$ cat src/rtl/omt_pkg.sv
package omt_pkg;

  typedef enum logic {
    SIDE_LEFT  = 1'b0,
    SIDE_RIGHT = 1'b1
  } omt_side_e;

  // Distance from the current wave to an operand's wave, modulo 2^width.
  function automatic int unsigned wave_gap(input logic [31:0] wave,
                                           input logic [31:0] cur,
                                           input int unsigned width);
    logic [31:0] diff;
    diff = wave - cur;
    if (width < 32) diff = diff & ((32'd1 << width) - 32'd1);
    return diff;
  endfunction

endpackage

$ cat src/rtl/omt_presence.sv
module omt_presence #(
  parameter int ENTRIES = 16,
  parameter int IDX_W   = 4
) (
  input  logic               clk,
  input  logic               rst_n,
  input  logic               set_en,
  input  logic               set_side,
  input  logic [IDX_W-1:0]   set_idx,
  input  logic               clr_en,
  input  logic [IDX_W-1:0]   clr_idx,
  output logic [ENTRIES-1:0] full_left,
  output logic [ENTRIES-1:0] full_right
);

  for (genvar e = 0; e < ENTRIES; e++) begin : g_bit
    logic hit_set;
    logic hit_clr;
    assign hit_set = set_en && (set_idx == IDX_W'(e));
    assign hit_clr = clr_en && (clr_idx == IDX_W'(e));

    always_ff @(posedge clk or negedge rst_n) begin
      if (!rst_n) begin
        full_left[e]  <= 1'b0;
        full_right[e] <= 1'b0;
      end else if (hit_clr) begin
        full_left[e]  <= 1'b0;
        full_right[e] <= 1'b0;
      end else if (hit_set) begin
        if (set_side) full_right[e] <= 1'b1;
        else          full_left[e]  <= 1'b1;
      end
    end
  end

  // a write never lands on a side that is already full
  assert_no_overwrite_R4: assert property (@(posedge clk) disable iff (!rst_n)
    set_en |-> !(set_side ? full_right[set_idx] : full_left[set_idx]));

  // only a complete entry is ever released
  assert_clear_complete_R8: assert property (@(posedge clk) disable iff (!rst_n)
    clr_en |-> (full_left[clr_idx] && full_right[clr_idx]));

  // an arrival and a release never address the same entry together
  assert_set_clear_apart_R5: assert property (@(posedge clk) disable iff (!rst_n)
    (set_en && clr_en) |-> (set_idx != clr_idx));

endmodule

$ cat src/rtl/omt_operand_store.sv
module omt_operand_store #(
  parameter int ENTRIES = 16,
  parameter int IDX_W   = 4,
  parameter int DATA_W  = 32
) (
  input  logic              clk,
  input  logic              wr_en,
  input  logic [IDX_W-1:0]  wr_idx,
  input  logic [DATA_W-1:0] wr_data,
  input  logic [IDX_W-1:0]  rd_idx,
  output logic [DATA_W-1:0] rd_data
);

  logic [DATA_W-1:0] mem [ENTRIES];

  always_ff @(posedge clk) begin
    if (wr_en) mem[wr_idx] <= wr_data;
  end

  assign rd_data = mem[rd_idx];

endmodule

$ cat src/rtl/omt_rr_arbiter.sv
module omt_rr_arbiter #(
  parameter int N     = 8,
  parameter int IDX_W = 3
) (
  input  logic             clk,
  input  logic             rst_n,
  input  logic [N-1:0]     req,
  input  logic             out_ready,
  output logic             grant_any,
  output logic [IDX_W-1:0] grant_idx,
  output logic [N-1:0]     grant_vec
);

  logic [IDX_W-1:0] rr_q;
  logic             hold_q;
  logic [IDX_W-1:0] hold_idx_q;
  logic             pick_any;
  logic [IDX_W-1:0] pick_idx;
  logic             take;

  function automatic logic [IDX_W-1:0] after(input logic [IDX_W-1:0] idx);
    return (int'(idx) == N - 1) ? '0 : IDX_W'(int'(idx) + 1);
  endfunction

  always_comb begin
    pick_any = 1'b0;
    pick_idx = '0;
    for (int k = 0; k < N; k++) begin
      int c;
      c = int'(rr_q) + k;
      if (c >= N) c = c - N;
      if (!pick_any && req[c]) begin
        pick_any = 1'b1;
        pick_idx = IDX_W'(c);
      end
    end
  end

  assign grant_any = hold_q || pick_any;
  assign grant_idx = hold_q ? hold_idx_q : pick_idx;
  assign grant_vec = grant_any ? (N'(1) << grant_idx) : '0;
  assign take      = grant_any && out_ready;

  always_ff @(posedge clk or negedge rst_n) begin
    if (!rst_n) begin
      rr_q       <= '0;
      hold_q     <= 1'b0;
      hold_idx_q <= '0;
    end else if (take) begin
      rr_q   <= after(grant_idx);
      hold_q <= 1'b0;
    end else if (grant_any) begin
      hold_q     <= 1'b1;
      hold_idx_q <= grant_idx;
    end
  end

  // one grant at most
  assert_single_grant_R8: assert property (@(posedge clk) disable iff (!rst_n)
    $onehot0(grant_vec));

  // a grant always belongs to a requesting slot
  assert_grant_requested_R8: assert property (@(posedge clk) disable iff (!rst_n)
    grant_any |-> req[grant_idx]);

  // a refused offer is repeated unchanged
  assert_hold_grant_R7: assert property (@(posedge clk) disable iff (!rst_n)
    (grant_any && !out_ready) |=> (grant_any && grant_idx == $past(grant_idx)));

endmodule

$ cat src/rtl/omt_match_table.sv
module omt_match_table #(
  parameter int SLOTS  = 8,
  parameter int DEPTH  = 2,
  parameter int DATA_W = 32,
  parameter int WAVE_W = 8,
  localparam int SLOT_W = $clog2(SLOTS)
) (
  input  logic              clk,
  input  logic              rst_n,
  input  logic              opd_valid,
  output logic              opd_ready,
  input  logic [SLOT_W-1:0] opd_slot,
  input  logic              opd_side,
  input  logic [WAVE_W-1:0] opd_wave,
  input  logic [DATA_W-1:0] opd_data,
  output logic              fire_valid,
  input  logic              fire_ready,
  output logic [SLOT_W-1:0] fire_slot,
  output logic [WAVE_W-1:0] fire_wave,
  output logic [DATA_W-1:0] fire_left,
  output logic [DATA_W-1:0] fire_right
);
  import omt_pkg::*;

  localparam int POS_W   = $clog2(DEPTH);
  localparam int IDX_W   = SLOT_W + POS_W;
  localparam int ENTRIES = SLOTS * DEPTH;

  // Queue position of a wave inside a slot's circular window.
  function automatic logic [IDX_W-1:0] entry_of(input logic [SLOT_W-1:0] slot,
                                                input logic [WAVE_W-1:0] wave);
    return {slot, wave[POS_W-1:0]};
  endfunction

  logic [WAVE_W-1:0]  cur_wave_q [SLOTS];
  logic [ENTRIES-1:0] full_left;
  logic [ENTRIES-1:0] full_right;
  logic [SLOTS-1:0]   slot_ready;
  logic [SLOTS-1:0]   grant_vec;
  logic               grant_any;
  logic [SLOT_W-1:0]  grant_idx;

  // Arrival side
  logic [IDX_W-1:0]   arr_idx;
  logic               in_window;
  logic               arr_full;
  logic               arr_take;

  assign arr_idx   = entry_of(opd_slot, opd_wave);
  assign in_window = wave_gap(32'(opd_wave), 32'(cur_wave_q[opd_slot]), WAVE_W) < DEPTH;
  assign arr_full  = (opd_side == SIDE_RIGHT) ? full_right[arr_idx] : full_left[arr_idx];
  assign opd_ready = in_window && !arr_full;
  assign arr_take  = opd_valid && opd_ready;

  // Readiness of each slot's current wave
  for (genvar s = 0; s < SLOTS; s++) begin : g_slot
    logic [IDX_W-1:0] cur_idx;
    assign cur_idx       = entry_of(SLOT_W'(s), cur_wave_q[s]);
    assign slot_ready[s] = full_left[cur_idx] && full_right[cur_idx];
  end

  // Fire side
  logic [IDX_W-1:0] fire_idx;
  logic             fire_take;

  assign fire_valid = grant_any;
  assign fire_slot  = grant_idx;
  assign fire_wave  = cur_wave_q[grant_idx];
  assign fire_idx   = entry_of(grant_idx, fire_wave);
  assign fire_take  = fire_valid && fire_ready;

  omt_presence #(.ENTRIES(ENTRIES), .IDX_W(IDX_W)) u_presence (
    .clk        (clk),
    .rst_n      (rst_n),
    .set_en     (arr_take),
    .set_side   (opd_side),
    .set_idx    (arr_idx),
    .clr_en     (fire_take),
    .clr_idx    (fire_idx),
    .full_left  (full_left),
    .full_right (full_right)
  );

  logic [DATA_W-1:0] side_data [2];

  for (genvar sd = 0; sd < 2; sd++) begin : g_store
    omt_operand_store #(.ENTRIES(ENTRIES), .IDX_W(IDX_W), .DATA_W(DATA_W)) u_store (
      .clk     (clk),
      .wr_en   (arr_take && (opd_side == 1'(sd))),
      .wr_idx  (arr_idx),
      .wr_data (opd_data),
      .rd_idx  (fire_idx),
      .rd_data (side_data[sd])
    );
  end

  assign fire_left  = side_data[0];
  assign fire_right = side_data[1];

  omt_rr_arbiter #(.N(SLOTS), .IDX_W(SLOT_W)) u_arb (
    .clk       (clk),
    .rst_n     (rst_n),
    .req       (slot_ready),
    .out_ready (fire_ready),
    .grant_any (grant_any),
    .grant_idx (grant_idx),
    .grant_vec (grant_vec)
  );

  always_ff @(posedge clk or negedge rst_n) begin
    if (!rst_n) begin
      for (int s = 0; s < SLOTS; s++) cur_wave_q[s] <= '0;
    end else if (fire_take) begin
      cur_wave_q[grant_idx] <= cur_wave_q[grant_idx] + 1'b1;
    end
  end

  // a refused arrival with no release leaves the bit array unchanged
  assert_refused_no_change_R2: assert property (@(posedge clk) disable iff (!rst_n)
    (opd_valid && !opd_ready && !fire_take) |=> ($stable(full_left) && $stable(full_right)));

  // a taken fire advances that slot by exactly one wave, with wrap
  assert_wave_advance_R5: assert property (@(posedge clk) disable iff (!rst_n)
    fire_take |=> (cur_wave_q[$past(fire_slot)] == WAVE_W'($past(fire_wave) + 1'b1)));

  // the released entry is empty in the following cycle
  assert_entry_freed_R5: assert property (@(posedge clk) disable iff (!rst_n)
    fire_take |=> (!full_left[$past(fire_idx)] && !full_right[$past(fire_idx)]));

  // the grant vector agrees with the reported slot
  assert_grant_matches_R8: assert property (@(posedge clk) disable iff (!rst_n)
    fire_valid |-> (grant_vec[fire_slot] && slot_ready[fire_slot]));

endmodule

$ cat config.mk
export PLATFORM = sky130hd
export DESIGN_NAME = omt_match_table
export DESIGN_NICKNAME = d
export VERILOG_FILES = /design/src/rtl/omt_pkg.sv /design/src/rtl/omt_presence.sv /design/src/rtl/omt_operand_store.sv /design/src/rtl/omt_rr_arbiter.sv /design/src/rtl/omt_match_table.sv
export SDC_FILE = /design/constraint.sdc
export NUM_CORES = 1
export LEC_CHECK = 0
export ABC_AREA = 0
export BUFFER_PORTS_ARGS = -buffer_cell sky130_fd_sc_hd__buf_2
export CORE_MARGIN = 2
export CORE_UTILIZATION = 30
export CTS_CLUSTER_SIZE = 24
export DETAILED_ROUTE_END_ITERATION = 6
export PLACE_DENSITY_LB_ADDON = 0.25
export SLEW_MARGIN = 20
export SYNTH_ARGS = -nofsm -noshare
export SYNTH_HDL_FRONTEND = slang
export SYNTH_SLANG_ARGS = --single-unit
$ cat constraint.sdc
create_clock -name clk -period 11.7 [get_ports clk]
set_input_delay 0.585 -clock clk [delete_from_list [all_inputs] [get_ports clk]]
set_output_delay 0.585 -clock clk [all_outputs]
set_load 0.005 [all_outputs]
Yosys cells after proc, flatten, opt, wreduce, memory -nomap -nowiden
Memory sizes are Yosys's and may differ from the RTL's.
Index checks and enable logic that the tools add are counted.
Storage, ports and cells
  flip-flop bits (word level): 103
  bits in writable memories: 1024
  output and inout port bits: 77
  logic and storage cells: 441
  memories: 2
Memory list
  g_store[0].u_store.mem: depth 16, bits a word 32, read ports 1, clocked after memory_dff 0, write ports 1, line omt_operand_store.sv:14  | logic [DATA_W-1:0] mem [ENTRIES];
  g_store[1].u_store.mem: depth 16, bits a word 32, read ports 1, clocked after memory_dff 0, write ports 1, line omt_operand_store.sv:14
Operators by class
  add/sub/neg operators: 18
  $lt $le $gt $ge: 29
  eq/ne operators: 47
  muxes and demuxes: 168
  bitwise logic cells: 4
  reductions and logical operators: 130
Operators by type and width (count)
  less-than comparator 32 x 5 -> 1 bit, second input constant: 8
  2-to-1 mux 32 bit: 8
  >= comparator 32 x 5 -> 1 bit, second input constant: 7
  subtractor 32 x 5 -> 32 bit, second input constant: 7
  2-to-1 mux 1 bit: 131
  AND reduction 2 bit: 33
  nonzero test 2 bit: 33
  bitwise mux 64 bit: 1
  == test 4 bit, second input constant: 16
  logical AND 1 bit: 53
  binary-select mux 8 bit (select 3 bit): 2
  2-to-1 mux 8 bit: 5
  == test 4 x 3 -> 1 bit, second input constant: 8
  inequality test 2 x 1 -> 1 bit, second input constant: 16
  2-to-1 mux 3 bit: 10
  less-than comparator 4 x 5 -> 1 bit, second input constant: 5
  binary-select mux 1 bit (select 3 bit): 8
  demux 8 bit (select 3 bit): 1
  adder 3 x 3 -> 4 bit, second input constant: 4
  == test 4 x 2 -> 1 bit, second input constant: 4
  less-than comparator 3 x 5 -> 1 bit, second input constant: 2
  adder 3 x 2 -> 4 bit, second input constant: 2
  adder 8 x 1 -> 8 bit, second input constant: 1
  binary-select mux 1 bit (select 4 bit): 2
  other kinds (17): 29

Depth between registers and ports, before layout
  depth in word-level cells: 37
  depth in mapped cells: 28
  mapped depth without buffers: 18

Modules after synthesis
From an unflattened synthesis, not the netlist that was laid out.
Unflattened totals
  cell total of the unflattened synthesis: 2352
  area, all modules: 45727.6 um^2
By module, submodules not included
  omt_operand_store at g_store[1].u_store: instances 1, cells an instance 806, area each 19213.4 um^2, sequential area each 15374.7 um^2
  omt_operand_store at g_store[0].u_store: instances 1, cells an instance 806, area each 19195.9 um^2, sequential area each 15374.7 um^2
  omt_match_table: instances 1, cells an instance 454, area each 4574.4 um^2, sequential area each 1601.5 um^2
  omt_rr_arbiter: instances 1, cells an instance 152, area each 1410.1 um^2, sequential area each 175.2 um^2
  omt_presence: instances 1, cells an instance 134, area each 1333.8 um^2, sequential area each 800.8 um^2

Worst setup path after synthesis
OpenSTA, ideal clock, no wires.
  path type: in2reg
  start point: input port opd_slot[2]
  end point: memory g_store[0].u_store.mem[13][0], enable pin
  setup time: 423 ps
  data arrival time: 5705 ps
  required time: 11277 ps
  slack: 5572 ps
  cell stages on the path: 17
  cell sequence: clkbuf_1 -> buf_1 -> clkbuf_1 -> mux4_2 -> mux2i_1 -> ha_1 -> a21o_1 -> a21oi_1 -> o21bai_1 -> a21oi_1 -> xor2_1 -> nand3_1 -> a221oi_1 -> nand2_1 -> nor2_1 -> nand3_1 -> nor2_1
Between the ends
  cells in the longest elaborated chain, start to end: 11
  elaborated cells on any way between the ends: 17
Ends and longest elaborated chain
  start: declaration: line omt_match_table.sv:12  | input logic [SLOT_W-1:0] opd_slot,
  NOT 3 -> 4 bit (not written as such): line omt_match_table.sv:50  | assign in_window = wave_gap(32'(opd_wave), 32'(cur_wave_q[opd_slot]), WAVE_W) < DEPTH;
  binary-select mux 8 bit (select 3 bit): line omt_match_table.sv:50
  2-to-1 mux 8 bit (not written as such) (2 in a row): line omt_match_table.sv:50
  subtractor 8 bit: line omt_pkg.sv:13  | diff = wave - cur;
  less-than comparator 8 x 2 -> 1 bit: line omt_match_table.sv:50
  logical AND 1 bit (*): line omt_match_table.sv:52  | assign opd_ready = in_window && !arr_full;
  net opd_ready: line omt_match_table.sv:11  | output logic opd_ready,
  logical AND 1 bit (*): line omt_match_table.sv:53  | assign arr_take = opd_valid && opd_ready;
  logical AND 1 bit (*): line omt_match_table.sv:89  | .wr_en (arr_take && (opd_side == 1'(sd))),
  2-to-1 mux 1 bit (*): line omt_operand_store.sv:17  | if (wr_en) mem[wr_idx] <= wr_data;
  2-to-1 mux 1 bit (not written as such) (*): line omt_operand_store.sv:17
  end: declaration: line omt_operand_store.sv:14
Mark *: on every way through the listed nets, which the timed path passes. The rest lies on a longest branch. The select of a mux whose other input is x is not followed.

Worst setup path in the final report
  start point: register u_arb.rr_q[1]
  end point: output port fire_left[29]
Between the ends
  cells in the longest elaborated chain, start to end: 33
  elaborated cells on any way between the ends: 90
Ends and longest elaborated chain
  start: declaration: line omt_rr_arbiter.sv:14  | logic [IDX_W-1:0] rr_q;
  start signal: assignment: line omt_rr_arbiter.sv:50  | rr_q <= after(grant_idx);
  parallel branches: the longest is 26 deep, another holds subtractor 32 x 5 -> 32 bit
  2-to-1 mux 3 bit (*): line omt_rr_arbiter.sv:32  | if (!pick_any && req[c]) begin
  2-to-1 mux 3 bit (*): line omt_rr_arbiter.sv:40  | assign grant_idx = hold_q ? hold_idx_q : pick_idx;
  NOT 3 -> 4 bit (not written as such): line omt_match_table.sv:68  | assign fire_wave = cur_wave_q[grant_idx];
  binary-select mux 8 bit (select 3 bit): line omt_match_table.sv:68
  2-to-1 mux 8 bit (not written as such) (2 in a row): line omt_match_table.sv:68
  memory (16 x 32 bit) (*)
  end: declaration: line omt_match_table.sv:20  | output logic [DATA_W-1:0] fire_left,
Every way passes the cells marked *. The select of a mux whose other input is x is not followed.

==> results by stage <==
Status:
- The flow ran to the end, and the final reports show no timing, DRC or antenna violations.

Synthesis:
- The share of the synthesized area in the top cell type is 65.07%.
- The number of synthesis warnings is 0.
- The post-synthesis area per instance is 14.48 sq um.
- The sequential fraction of the synthesis area is 70.53%.
- Yosys attributes the largest share of cell area to sky130_fd_sc_hd__edfxtp_1 (65%), sky130_fd_sc_hd__dfrtp_1 (5.5%), sky130_fd_sc_hd__a211oi_1 (3.1%), sky130_fd_sc_hd__nand2_1 (2.8%), sky130_fd_sc_hd__and3_1 (2.6%).
- The post-synthesis cell count is 3,263.
- The post-synthesis net count is 3,322.
- The number of enable flip-flop cells after synthesis is 1,024.
- The predominant post-synthesis flop cell is sky130_fd_sc_hd__edfxtp_1.
- Summing every instance area after synthesis gives 0.04725 sq mm.
- The share of flip-flops with an asynchronous set or reset is 9.139%.
- Counting distinct cell types in the post-synthesis netlist gives 92.
- Counting flops and latches in the post-synthesis netlist gives 1,127.
- The library cell with the largest summed area after synthesis is sky130_fd_sc_hd__edfxtp_1.

Drt:
- The routed layout has 29,515 vias.
- The total length of routed wires is 145.1 mm.
- After the first detailed-routing iteration, the DRC count stood at 2,934.
- The count of TritonRoute iterations in the first routing pass is 5.
- The detailed-route wire length per cell is 26.46 microns.
- The number of vias per cell after detailed routing is 5.381.
- The number of remaining DRC errors is 0.
- The final antenna-violating net count is 0.

GRT:
- The leftover overflow at the end of global routing is 0.
- The number of antenna violations at the first check in global routing is 16.
- The first-pass GRT wire length is 210.9 mm.
- The via count of the first global-routing pass is 28,730.
- The overall track demand over capacity in global routing is 17.70%.
- Entering global routing, the biggest net connects 165 pins.

Place:
- The weighted congestion at the end of routability-driven global placement is 0.8351.
- The worst setup slack after placement is 2.330 ns.
- Detailed placement finished with a half-perimeter wire length of 80.42 mm.
- During placement, the flow inserted port buffers numbering 124.
- The placed instances occupy a cell area of 0.05035 sq mm.

Critical path:
- In this design, the stage delay of the slowest critical-path cell is 0.94 ns.
- The category of the critical setup timing path is flip-flop to primary output.
- The startpoint kind of the worst setup timing path is a flip-flop.
- Traced cell by cell, the critical path runs through clkinv_1 -> ha_1 -> inv_2 -> mux4_2 -> o211ai_1 -> o21ai_0 -> o21ai_1 -> a21oi_2 -> o32a_4 -> nand2_8 -> inv_6 -> nor2_4 -> buf_4 -> a221oi_1 -> nor3_1 -> buf_2.
- The slowest stage of the critical path belongs to the cell sky130_fd_sc_hd__ha_1.
- The type of destination of the critical path is a primary output.
- The data arrival time at the worst-slack endpoint is 9.66 ns.
- The worst path required time is 11.12 ns.
- In this run the worst path has a maximum fanout of 84.

Floorplanning:
- The die is 400.9 microns wide.
- The area of the placeable core is 0.1564 sq mm.
- The die is 400.9 microns tall.
- The floorplan has 145 rows.
- The initial utilization of the core area, before any placement, comes to 30.22%.
- The die covers 0.1607 sq mm.
- The boundary pin count is 125.

STA:
- The final-report hold violation count was 0.
- The peak clock frequency supported by timing is 97.59 MHz.
- At the pin with the least slew margin, the transition time is 1.127 ns.
- After routing, the total negative slack on setup checks comes to 0 ns.
- The final number of setup-violating endpoints is 0.
- Measured against its own limit, the worst slew margin works out to 24.88%.
- The worst hold-check slack is 0.1548 ns.
- The post-route fraction of the period consumed by the critical path is 87.58%.
- The count of pins over their slew limit was 0.
- The clock arrives with 0.03665 ns of skew.
- Subtracting the final worst setup slack from the clock period gives 10.25 ns.
- Setup repair after global routing left no endpoint under its margin.
- Across all setup checks in the final design, the least slack found is 1.453 ns.

Clock network:
- The clock edge transition at the registers on the reported setup and hold paths is 0.06 ns.
- The maximum clock insertion buffer count is 3.
- The clock tree from TritonCTS is yes.
- The clock insertion delay at the later pin of the skew report is 0.76 ns.
- In this run, post-CTS repair resized a total of 0 instances.
- The root buffer selected by CTS is sky130_fd_sc_hd__clkbuf_16.
- Counting every sink on the clock net gives 1,127.
- The number of setup buffers added after CTS is 0.
- Buffers inserted to repair hold after CTS numbered 1.
- In this run the number of H-tree levels came out at 3.
- Buffers inserted during clock tree synthesis total 115.

Layout:
- The post-layout instance area is 0.05394 sq mm.
- After the last flow step, the layout net total stands at 3,392.
- The most frequent standard cell in the layout excluding fill and tap cells is sky130_fd_sc_hd__edfxtp_1.
- The library cells used most frequently in the layout, excluding fill and tap cells, are sky130_fd_sc_hd__edfxtp_1 (1,024), sky130_fd_sc_hd__nand2_1 (344), sky130_fd_sc_hd__a211oi_1 (196), sky130_fd_sc_hd__and3_1 (194), sky130_fd_sc_hd__o21ai_0 (127).
- The number of filler cells placed in the layout is 15,089.
- Of the cells placed in the final design, the portion with a size suffix greater than 1 is 16.89%.
- Relative to the synthesized area, the layout overhead comes to 14.15%.

Flow run:
- The max-cap violation count is 0.

Min path:
- The tightest min-delay check is of the input port to flip-flop type.
[synth_stat cells, types with 66 or more instances]
| master | number |
|---|---|
| sky130_fd_sc_hd__and3_1 | 194 |
| sky130_fd_sc_hd__a221oi_1 | 66 |
| sky130_fd_sc_hd__mux2i_1 | 73 |
| sky130_fd_sc_hd__nor2_1 | 72 |
| sky130_fd_sc_hd__nor3_1 | 91 |
| sky130_fd_sc_hd__mux2_2 | 102 |
| sky130_fd_sc_hd__or4_1 | 95 |
| sky130_fd_sc_hd__a21oi_1 | 114 |
| sky130_fd_sc_hd__o21ai_0 | 127 |
| sky130_fd_sc_hd__a211oi_1 | 196 |
| sky130_fd_sc_hd__nand2_1 | 349 |
| sky130_fd_sc_hd__dfrtp_1 | 103 |
| sky130_fd_sc_hd__clkbuf_1 | 172 |
| sky130_fd_sc_hd__edfxtp_1 | 1024 |
[layer usage]
metal	vias up	GRT usage (%)	wire length, microns	share of wire (%)
met1	15356	24.62	63840	44
met4	4	4.813	3224	2.2
met2	926	28.79	69530	48
met5	-	0	21	0.014
met3	186	2.640	8510	5.9
li1	13043	-	-	-
[cell type report]
type,count,area [sq um],share of cell area (%)
clock inverter,58,515.5,0.9557
tap,2058,2575,4.774
antenna,4,10.01,0.01856
sequential,1127,33330,61.78
multi-input combinational,1873,13190,24.45
timing repair buffer,194,1176,2.180
clock buffer,149,3047,5.648
inverter,22,103.9,0.1925
[flip-flops by register name (all words and copies together) (netlist names)]
signal                 cells
u_presence.full_right     16
cur_wave_q                64
u_arb.rr_q                 3
g_store.u_store.mem     1024
u_presence.full_left      16
u_arb.hold_idx_q           3
u_arb.hold_q               1
[critical path, delay by kind of cell (launching register included)]
kind	cells	cell delay (ns)
flip-flops	1	0.76
adder cells (fa/ha/maj)	1	0.94
buffers and inverters	5	1.88
multiplexers	1	0.49
AO/OA/AOI/OAI	6	2.60
AND/OR/NAND/NOR	3	2.02
[final timing paths]
kind | from | endpoint | slack (ns) | cells after the start
hold / removal | fire_ready | u_arb.hold_q | 0.15 | 2
max in group asynchronous | rst_n | u_arb.hold_idx_q[0] | 9.99 | 3
hold reg to reg | u_arb.hold_idx_q[1] | u_arb.hold_idx_q[1] | 0.51 | 1
min in group asynchronous | rst_n | cur_wave_q[46] | 0.36 | 2
setup reg to reg | u_arb.rr_q[1] | cur_wave_q[14] | 2.31 | 19
setup / recovery | u_arb.rr_q[1] | fire_left[29] | 1.45 | 16
[cell families after synthesis]
family	after synthesis	share of synthesized area [%]
AO/OA/AOI/OAI	697	10.19
XOR/XNOR	13	0.2569
adder cells (fa/ha/maj)	11	0.3072
buffers and inverters	263	2.375
flip-flops	1127	70.53
multiplexers	217	5.979
AND/OR/NAND/NOR	935	10.36
[per-stage QoR]
| step | std cells | util, % |
|---|---|---|
| after global placement | 5273 | 32.19 |
| after global routing | 5481 | 34.49 |
| after detailed placement | 5273 | 32.20 |
| final | 5485 | 34.49 |
| after CTS | 5481 | 34.48 |
| after floorplan | 3263 | - |
Power is not shown: default switching activity piles up to over one toggle a cycle in this logic, so the estimate is an artifact.
